--- config.mk ---
export PLATFORM = sky130hd
export DESIGN_NAME = spi_dual_prescale_master
export DESIGN_NICKNAME = d
export VERILOG_FILES = /design/src/rtl/spi_mst_pkg.sv /design/src/rtl/spi_baud_gen.sv /design/src/rtl/spi_word_shifter.sv /design/src/rtl/spi_dual_prescale_master.sv
export SDC_FILE = /design/constraint.sdc
export NUM_CORES = 1
export LEC_CHECK = 0
export ABC_AREA = 1
export BUFFER_PORTS_ARGS = -buffer_cell sky130_fd_sc_hd__buf_4
export CORE_ASPECT_RATIO = 0.7
export CORE_UTILIZATION = 35
export CTS_CLUSTER_DIAMETER = 40
export DETAILED_ROUTE_END_ITERATION = 10
export SYNTH_ARGS = -nofsm -noshare
export SYNTH_HDL_FRONTEND = slang
export SYNTH_SLANG_ARGS = --single-unit
--- constraint.sdc ---
create_clock -name clk_i -period 4.3 [get_ports clk_i]
set_input_delay 0.215 -clock clk_i [delete_from_list [all_inputs] [get_ports clk_i]]
set_output_delay 0.215 -clock clk_i [all_outputs]
set_load 0.1 [all_outputs]
--- src/rtl/spi_mst_pkg.sv ---
`timescale 1ns/1ps
package spi_mst_pkg;
  localparam int unsigned WORD_W    = 16;
  localparam int unsigned NARROW_W  = 8;
  localparam int unsigned PRI_W     = 2;
  localparam int unsigned SEC_W     = 3;
  localparam int unsigned PER_W     = 10;
  localparam int unsigned BIT_CNT_W = $clog2(WORD_W);

  // bit period in system clocks; 1 is not representable as two phases
  function automatic logic [PER_W-1:0] calc_period(input logic [PRI_W-1:0] pri,
                                                   input logic [SEC_W-1:0] sec);
    logic [PER_W-1:0] coarse;
    logic [PER_W-1:0] prod;
    coarse = PER_W'(1) << {pri, 1'b0};
    prod   = PER_W'(coarse * (PER_W'(sec) + PER_W'(1)));
    if (prod < PER_W'(2)) prod = PER_W'(2);
    return prod;
  endfunction
endpackage

--- src/rtl/spi_baud_gen.sv ---
`timescale 1ns/1ps
module spi_baud_gen #(
  parameter int unsigned PER_W = 10
) (
  input  logic             clk_i,
  input  logic             rst_ni,
  input  logic             run_i,
  input  logic [PER_W-1:0] period_i,
  output logic             mid_o,
  output logic             end_o,
  output logic             late_o
);
  logic [PER_W-1:0] cnt_q;
  logic [PER_W-1:0] half;

  assign half   = period_i >> 1;
  assign end_o  = run_i && (cnt_q == period_i - PER_W'(1));
  assign mid_o  = run_i && (cnt_q == half);
  assign late_o = cnt_q >= half;

  always_ff @(posedge clk_i or negedge rst_ni) begin
    if (!rst_ni)              cnt_q <= '0;
    else if (!run_i || end_o) cnt_q <= '0;
    else                      cnt_q <= cnt_q + PER_W'(1);
  end
endmodule

--- src/rtl/spi_word_shifter.sv ---
`timescale 1ns/1ps
module spi_word_shifter #(
  parameter int unsigned WORD_W    = 16,
  parameter int unsigned NARROW_W  = 8,
  parameter int unsigned BIT_CNT_W = $clog2(WORD_W)
) (
  input  logic              clk_i,
  input  logic              rst_ni,
  input  logic              load_i,
  input  logic              wide_i,
  input  logic [WORD_W-1:0] load_data_i,
  input  logic              mid_i,
  input  logic              end_i,
  input  logic              sdi_i,
  output logic              sdo_o,
  output logic              last_o,
  output logic [WORD_W-1:0] rx_word_o
);
  localparam int unsigned PAD_W = WORD_W - NARROW_W;

  logic [WORD_W-1:0]    sh_q;
  logic [BIT_CNT_W-1:0] bit_q;
  logic                 samp_q;
  logic                 wide_q;
  logic                 in_bit;
  logic [WORD_W-1:0]    shifted;

  // when the period is 2 the sample point and the bit boundary coincide
  assign in_bit  = mid_i ? sdi_i : samp_q;
  assign shifted = {sh_q[WORD_W-2:0], in_bit};
  assign sdo_o   = sh_q[WORD_W-1];
  assign last_o  = end_i && (bit_q == (wide_q ? BIT_CNT_W'(WORD_W-1) : BIT_CNT_W'(NARROW_W-1)));
  assign rx_word_o = wide_q ? shifted : {{PAD_W{1'b0}}, shifted[NARROW_W-1:0]};

  always_ff @(posedge clk_i or negedge rst_ni) begin
    if (!rst_ni) begin
      sh_q   <= '0;
      bit_q  <= '0;
      samp_q <= 1'b0;
      wide_q <= 1'b0;
    end else begin
      if (mid_i) samp_q <= sdi_i;
      if (load_i) begin
        sh_q   <= wide_i ? load_data_i : {load_data_i[NARROW_W-1:0], {PAD_W{1'b0}}};
        bit_q  <= '0;
        wide_q <= wide_i;
      end else if (end_i) begin
        sh_q  <= shifted;
        bit_q <= bit_q + BIT_CNT_W'(1);
      end
    end
  end
endmodule

--- src/rtl/spi_dual_prescale_master.sv ---
`timescale 1ns/1ps
module spi_dual_prescale_master
  import spi_mst_pkg::*;
(
  input  logic              clk_i,
  input  logic              rst_ni,
  input  logic              en_i,
  input  logic              cpol_i,
  input  logic              chg_idle_i,
  input  logic              wide_i,
  input  logic [PRI_W-1:0]  pri_sel_i,
  input  logic [SEC_W-1:0]  sec_sel_i,
  input  logic [WORD_W-1:0] tx_data_i,
  input  logic              tx_wr_i,
  output logic              tx_full_o,
  output logic [WORD_W-1:0] rx_data_o,
  output logic              rx_valid_o,
  input  logic              rx_rd_i,
  output logic              rx_ovf_o,
  input  logic              ovf_clr_i,
  output logic              busy_o,
  output logic              sck_o,
  output logic              sdo_o,
  input  logic              sdi_i
);
  logic              busy_q, txf_q, rxv_q, ovf_q, chg_q;
  logic [WORD_W-1:0] txb_q, rxb_q;
  logic [PER_W-1:0]  per_q;
  logic              mid, bend, late, last, sh_sdo, start, rx_free;
  logic [WORD_W-1:0] rx_word;

  assign start   = en_i && txf_q && (!busy_q || last);
  assign rx_free = !rxv_q || rx_rd_i;

  spi_baud_gen #(.PER_W(PER_W)) u_baud (
    .clk_i    (clk_i),
    .rst_ni   (rst_ni),
    .run_i    (busy_q),
    .period_i (per_q),
    .mid_o    (mid),
    .end_o    (bend),
    .late_o   (late)
  );

  spi_word_shifter #(
    .WORD_W    (WORD_W),
    .NARROW_W  (NARROW_W),
    .BIT_CNT_W (BIT_CNT_W)
  ) u_shift (
    .clk_i       (clk_i),
    .rst_ni      (rst_ni),
    .load_i      (start),
    .wide_i      (wide_i),
    .load_data_i (txb_q),
    .mid_i       (mid),
    .end_i       (bend),
    .sdi_i       (sdi_i),
    .sdo_o       (sh_sdo),
    .last_o      (last),
    .rx_word_o   (rx_word)
  );

  always_ff @(posedge clk_i or negedge rst_ni) begin
    if (!rst_ni) begin
      busy_q <= 1'b0;
      txf_q  <= 1'b0;
      rxv_q  <= 1'b0;
      ovf_q  <= 1'b0;
      chg_q  <= 1'b0;
      txb_q  <= '0;
      rxb_q  <= '0;
      per_q  <= '0;
    end else begin
      if (start) begin
        busy_q <= 1'b1;
        per_q  <= calc_period(pri_sel_i, sec_sel_i);
        chg_q  <= chg_idle_i;
      end else if (last) begin
        busy_q <= 1'b0;
      end
      if (tx_wr_i && !txf_q) begin
        txf_q <= 1'b1;
        txb_q <= tx_data_i;
      end else if (start) begin
        txf_q <= 1'b0;
      end
      if (last && rx_free) begin
        rxb_q <= rx_word;
        rxv_q <= 1'b1;
      end else if (rx_rd_i) begin
        rxv_q <= 1'b0;
      end
      if (last && !rx_free) ovf_q <= 1'b1;
      else if (ovf_clr_i)   ovf_q <= 1'b0;
    end
  end

  assign sck_o      = cpol_i ^ (busy_q && (chg_q ? late : !late));
  assign sdo_o      = busy_q && sh_sdo;
  assign busy_o     = busy_q;
  assign tx_full_o  = txf_q;
  assign rx_data_o  = rxb_q;
  assign rx_valid_o = rxv_q;
  assign rx_ovf_o   = ovf_q;
endmodule

Word level (Yosys, flattened, before mapping) --
Index checks and enable logic that the tools add are counted.
Word-level totals: register bits after elaboration 79, bits of input ports 31, output and inout bits 22, logic and storage cells 67
Cells by class: $add $sub $neg 4, $mul 1, magnitude comparators 2, eq/ne operators 3, shift operators 1, mux-type cells 19, bitwise logic cells 1, reduce and logical (&&, ||, !) cells 23
Operators with widths (count):
- 2-to-1 mux 16 bit | 4
- 2-to-1 mux 10 bit | 2
- 2-to-1 mux 4 bit | 3
- adder 10 x 1 -> 10 bit, second input constant | 1
- equality test 10 bit | 1
- equality test 10 x 9 -> 1 bit | 1
- greater-or-equal comparator 10 x 9 -> 1 bit | 1
- logical AND 1 bit | 10
- < comparator 10 x 2 -> 1 bit, second input constant | 1
- multiplier 10 x 4 -> 10 bit | 1
- 2-to-1 mux 1 bit | 10
- nonzero test 2 bit | 5
- << shifter 1 x 3 -> 10 bit, first input constant | 1
- subtractor 10 x 1 -> 10 bit, second input constant | 1
- zero test 1 bit | 5
- adder 3 x 1 -> 4 bit, second input constant | 1
- adder 4 x 1 -> 4 bit, second input constant | 1
- equality test 4 bit | 1
- logical OR 1 bit | 3
- bitwise XOR 1 bit | 1

Logic depth before layout (Yosys ltp) --
word-level depth 8, gate-level depth with buffers 17

By module --
Synthesis repeated with hierarchy kept, for this count alone.
Unflattened totals: cell total of the unflattened synthesis 588, area total of the unflattened synthesis 4783.3 µm²
Modules (own cells, without submodules):
- spi_dual_prescale_master | times used 1, cells each 234, area each 2327.2 µm², seq. area each 1176.1 µm²
- spi_word_shifter | times used 1, cells each 185, area each 1327.5 µm², seq. area each 550.5 µm²
- spi_baud_gen | times used 1, cells each 169, area each 1128.6 µm², seq. area each 250.2 µm²

Worst setup path before layout --
OpenSTA, ideal clock, no wires.
path type reg2out, start point register busy_q, in the netlist busy_o, end point output sck_o, arrival time 3.020 ns, data required time 4.085 ns, slack 1.065 ns, stages on the path, launching flop included 5, buffers on the path 0, cells stage by stage dfrtp_1 -> inv_1 -> a21oi_1 -> o21ai_0 -> xnor2_1
Between the ends: cells in the longest elaborated chain, start to end 2
Ends and longest elaborated chain:
- start: declaration | line spi_dual_prescale_master.sv:26 | logic busy_q, txf_q, rxv_q, ovf_q, chg_q;
- start signal: assignment | line spi_dual_prescale_master.sv:65 | busy_q <= 1'b0;
- start signal: assignment | line spi_dual_prescale_master.sv:75 | busy_q <= 1'b1;
- start signal: assignment | line spi_dual_prescale_master.sv:79 | busy_q <= 1'b0;
- logical AND 1 bit | line spi_dual_prescale_master.sv:98 | assign sck_o = cpol_i ^ (busy_q && (chg_q ? late : !late));
- bitwise XOR 1 bit | line spi_dual_prescale_master.sv:98
- end: declaration | line spi_dual_prescale_master.sv:22 | output logic sck_o,
Every way passes these cells.

Final worst setup path --
start point register per_q[0], end point register rxb_q[11], in the netlist rx_data_o[11]
Between the ends: cells in the longest elaborated chain, start to end 5
Ends and longest elaborated chain:
- start: declaration | line spi_dual_prescale_master.sv:28 | logic [PER_W-1:0] per_q;
- start signal: assignment | line spi_dual_prescale_master.sv:76 | per_q <= calc_period(pri_sel_i, sec_sel_i);
- subtractor 10 x 1 -> 10 bit | line spi_baud_gen.sv:17 | assign end_o = run_i && (cnt_q == period_i - PER_W'(1));
- equality test 10 bit | line spi_baud_gen.sv:17
- logical AND 1 bit | line spi_baud_gen.sv:17
- logical AND 1 bit | line spi_word_shifter.sv:32 | assign last_o = end_i && (bit_q == (wide_q ? BIT_CNT_W'(WORD_W-1) : BIT_CNT_W'(NARROW_W-1)));
- logical AND 1 bit | line spi_dual_prescale_master.sv:87 | if (last && rx_free) begin
- end signal: assignment | line spi_dual_prescale_master.sv:88 | rxb_q <= rx_word;
- end: declaration | line spi_dual_prescale_master.sv:27 | logic [WORD_W-1:0] txb_q, rxb_q;
Every way passes these cells. A chain may end at the register's enable or synchronous reset.

==> results.json <==
{
  "pwr-share-seq": 0.476,
  "fillers": 1344,
  "finalPower_mw": 1.60,
  "root_buffer": "clkbuf_16",
  "gp_routability_congestion": 0.843,
  "routedWlPerCell_um": 13.9,
  "num_vias": 4004,
  "synth_seq_cells": 79,
  "yosysSeqAreaShare": 0.421,
  "postCtsSetupBuffers": 0,
  "leakagePower_nw": 2.93,
  "finalClockSkew_ps": 8.29,
  "period_share": 0.657,
  "hp-class": "in2async",
  "die_w_um": 140,
  "end_kind": "flip-flop",
  "path_clk_slew_ps": 70,
  "setup_viol": 0,
  "drt_wl_total_mm": 11.5,
  "r2r_cells": 11,
  "start_kind": "flip-flop",
  "syn2layout_area_growth_pct": 16.5,
  "ant_nets": 0,
  "worstPathRequired_ps": 4530,
  "synth_enable_flop_cells": 0,
  "cts_tree": "yes",
  "rsz0062_at_grt": "false",
  "dp_worst_setup_slack_ps": 1370,
  "drc": 0,
  "yosysTopAreaCell": "dfrtp_1",
  "place_area_um2": 5190,
  "synth_nets": 665,
  "syn_area_um2": 4700,
  "floorplan.die_area_um2": 13900,
  "ys_types": 38,
  "maxSlewHeadroom": 0.314,
  "drive_gt1_frac": 0.152,
  "min_period_ps": 2820,
  "met3WireLength_um": 648,
  "combPwrFrac": 0.068,
  "p_int_mw": 1.20,
  "h-tree-depth": 3,
  "max_freq_ghz": 0.354,
  "gr-total-overflow": 0,
  "grt_max_degree": 80,
  "num_rows": 35,
  "drt-met1-wl_mm": 6.52,
  "io_buffers": 52,
  "critPathArrivalTime_ps": 3060,
  "cap_violations": 0,
  "clock_path_buffers": 2,
  "switchingPower_mw": 0.406,
  "cts_resized": 0,
  "die_h_um": 98.9,
  "cts_hold_buf": 0,
  "slew_viol_final": 0,
  "async_flop_share": 1.00,
  "avgSynthCellArea_um2": 7.70,
  "grt_pass1_vias": 3759,
  "final_core_util": 0.416,
  "tightest_slew_ps": 1030,
  "core_um2": 13100,
  "worst_slack_ps": 1480,
  "pwr_density_cell_nw_per_um2": 293,
  "drtIter0Drc": 344,
  "start_util": 0.358,
  "p_clk_frac": 0.456,
  "synthCells": 610,
  "ys.flop_type": "dfrtp_1",
  "vias_per_cell": 4.86,
  "dp_hpwl_mm": 8.59,
  "status": "finished clean",
  "synth_top_area_frac": 0.421,
  "path_class": "reg2reg",
  "yosys_warnings": 0,
  "io_pins": 53,
  "placed_cells": 808,
  "worst-path-max-fanout": 32,
  "clock-sinks": 79,
  "hold_ws_ps": 60.6,
  "grt_pass1_wl_mm": 19.2,
  "top_layer": "met4",
  "clock_latency_ps": 340,
  "cts_inserted_buffers": 9,
  "firstDrtPassIters": 5,
  "final_nets": 708,
  "fin_tns_setup_ps": 0,
  "hold_viol_final": 0,
  "diodes": 0,
  "met2_length_mm": 4.20,
  "synthTopCellsByArea": "dfrtp_1, nand2_1, nand3_1, inv_1, ha_1",
  "final_area_um2": 5470,
  "swShare": 0.253,
  "peakVddDrop_uv": 186,
  "grt_antenna_before_repair": 0,
  "grt_util_all_layers": 0.179,
  "fin_cells": 824
}
==> layout by cell type (no fill, tap or decap), types with 17 or more instances in the layout <==
master | synthesis | layout
a21oi_1 | 17 | 17
inv_1 | 76 | 76
dfrtp_1 | 79 | 79
ha_1 | 22 | 22
o21ai_1 | 20 | 20
o21ai_0 | 21 | 21
nand2_1 | 156 | 156
buf_4 | 2 | 52
nand3_1 | 77 | 77
nor2_1 | 52 | 52
==> power by group through the flow <==
| stage | combinational, mW | clock (mW) | sequential, mW |
|---|---|---|---|
| after floorplan | 0.0572 | 0 | 0.776 |
| after global placement | 0.108 | 0 | 0.777 |
| after detailed placement | 0.110 | 0 | 0.778 |
| after CTS | 0.111 | 0.751 | 0.763 |
| after global routing | 0.124 | 0.782 | 0.765 |
| final | 0.109 | 0.731 | 0.764 |
==> layer usage <==
layer | up-vias | GRT usage
met5 | - | 0
met4 | 0 | 0.0452
met3 | 6 | 0.0369
met2 | 112 | 0.232
met1 | 1844 | 0.292
li1 | 2042 | -
==> cell usage after synthesis (5+ instances only) <==
cell / instances
o21ai_1: 20
inv_2: 6
ha_1: 22
mux2_2: 8
inv_1: 76
o21ai_0: 21
a21oi_1: 17
clkbuf_1: 8
nor2_1: 52
dfrtp_1: 79
nand3_1: 77
nand2_1: 156
nor2_2: 5
buf_2: 8
xor2_1: 9
xnor2_1: 6
==> cells by family (layout without fill, tap and decap cells) <==
kind of cell               count (synthesis)  count (layout)  share of synthesized area
buffers and inverters                    102             150                     0.0884
AOI/OAI and AO/OA                         64              64                     0.0711
xor gates and xnor gates                  16              16                     0.0314
DFF                                       79              79                      0.421
adders and majority gates                 24              24                     0.0671
and+or+nand+nor                          316             316                      0.300
muxes                                      9               9                     0.0213
==> critical path, stage by stage, from the launching register on <==
cell and delay, ps:
dfrtp_1 400, inv_1 120, ha_1 220, nand2_1 110, nor2_2 160, nand3_1 80, nand3_1 110, nand2_1 70
nor2_2 110, and3_1 200, nand3_1 710, o21ai_0 430
==> sequential cells by signal, summed over array words and instances (netlist names) <==
name and count:
u_baud.cnt_q 10, u_shift.sh_q 16, per_q 10, rx_data_o 16, u_shift.bit_q 4, tx_full_o 1
rx_valid_o 1, chg_q 1, u_shift.samp_q 1, txb_q 16, busy_o 1, rx_ovf_o 1
u_shift.wide_q 1
==> final timing paths <==
kind / end / slack (ps) / start
min: per_q[2] / 60 / rst_ni
max in group asynchronous: u_shift.bit_q[3] / 3590 / rst_ni
min in group clk_i: rx_ovf_o / 70 / ovf_clr_i
max reg2reg: rx_data_o[11] / 1480 / per_q[0]
max: rx_data_o[11] / 1480 / per_q[0]
min reg2reg: rx_data_o[8] / 490 / rx_data_o[8]
==> layout make-up <==
class	count	area [µm²]	share of cell area
clock inverter	7	57.6	0.0105
clock buffer	9	225	0.0412
tap	166	208	0.0380
inverter	82	308	0.0563
timing repair buffer	52	390	0.0713
multi-input combinational	429	2310	0.421
sequential	79	1980	0.361
Power figures use the tool's default switching activity.
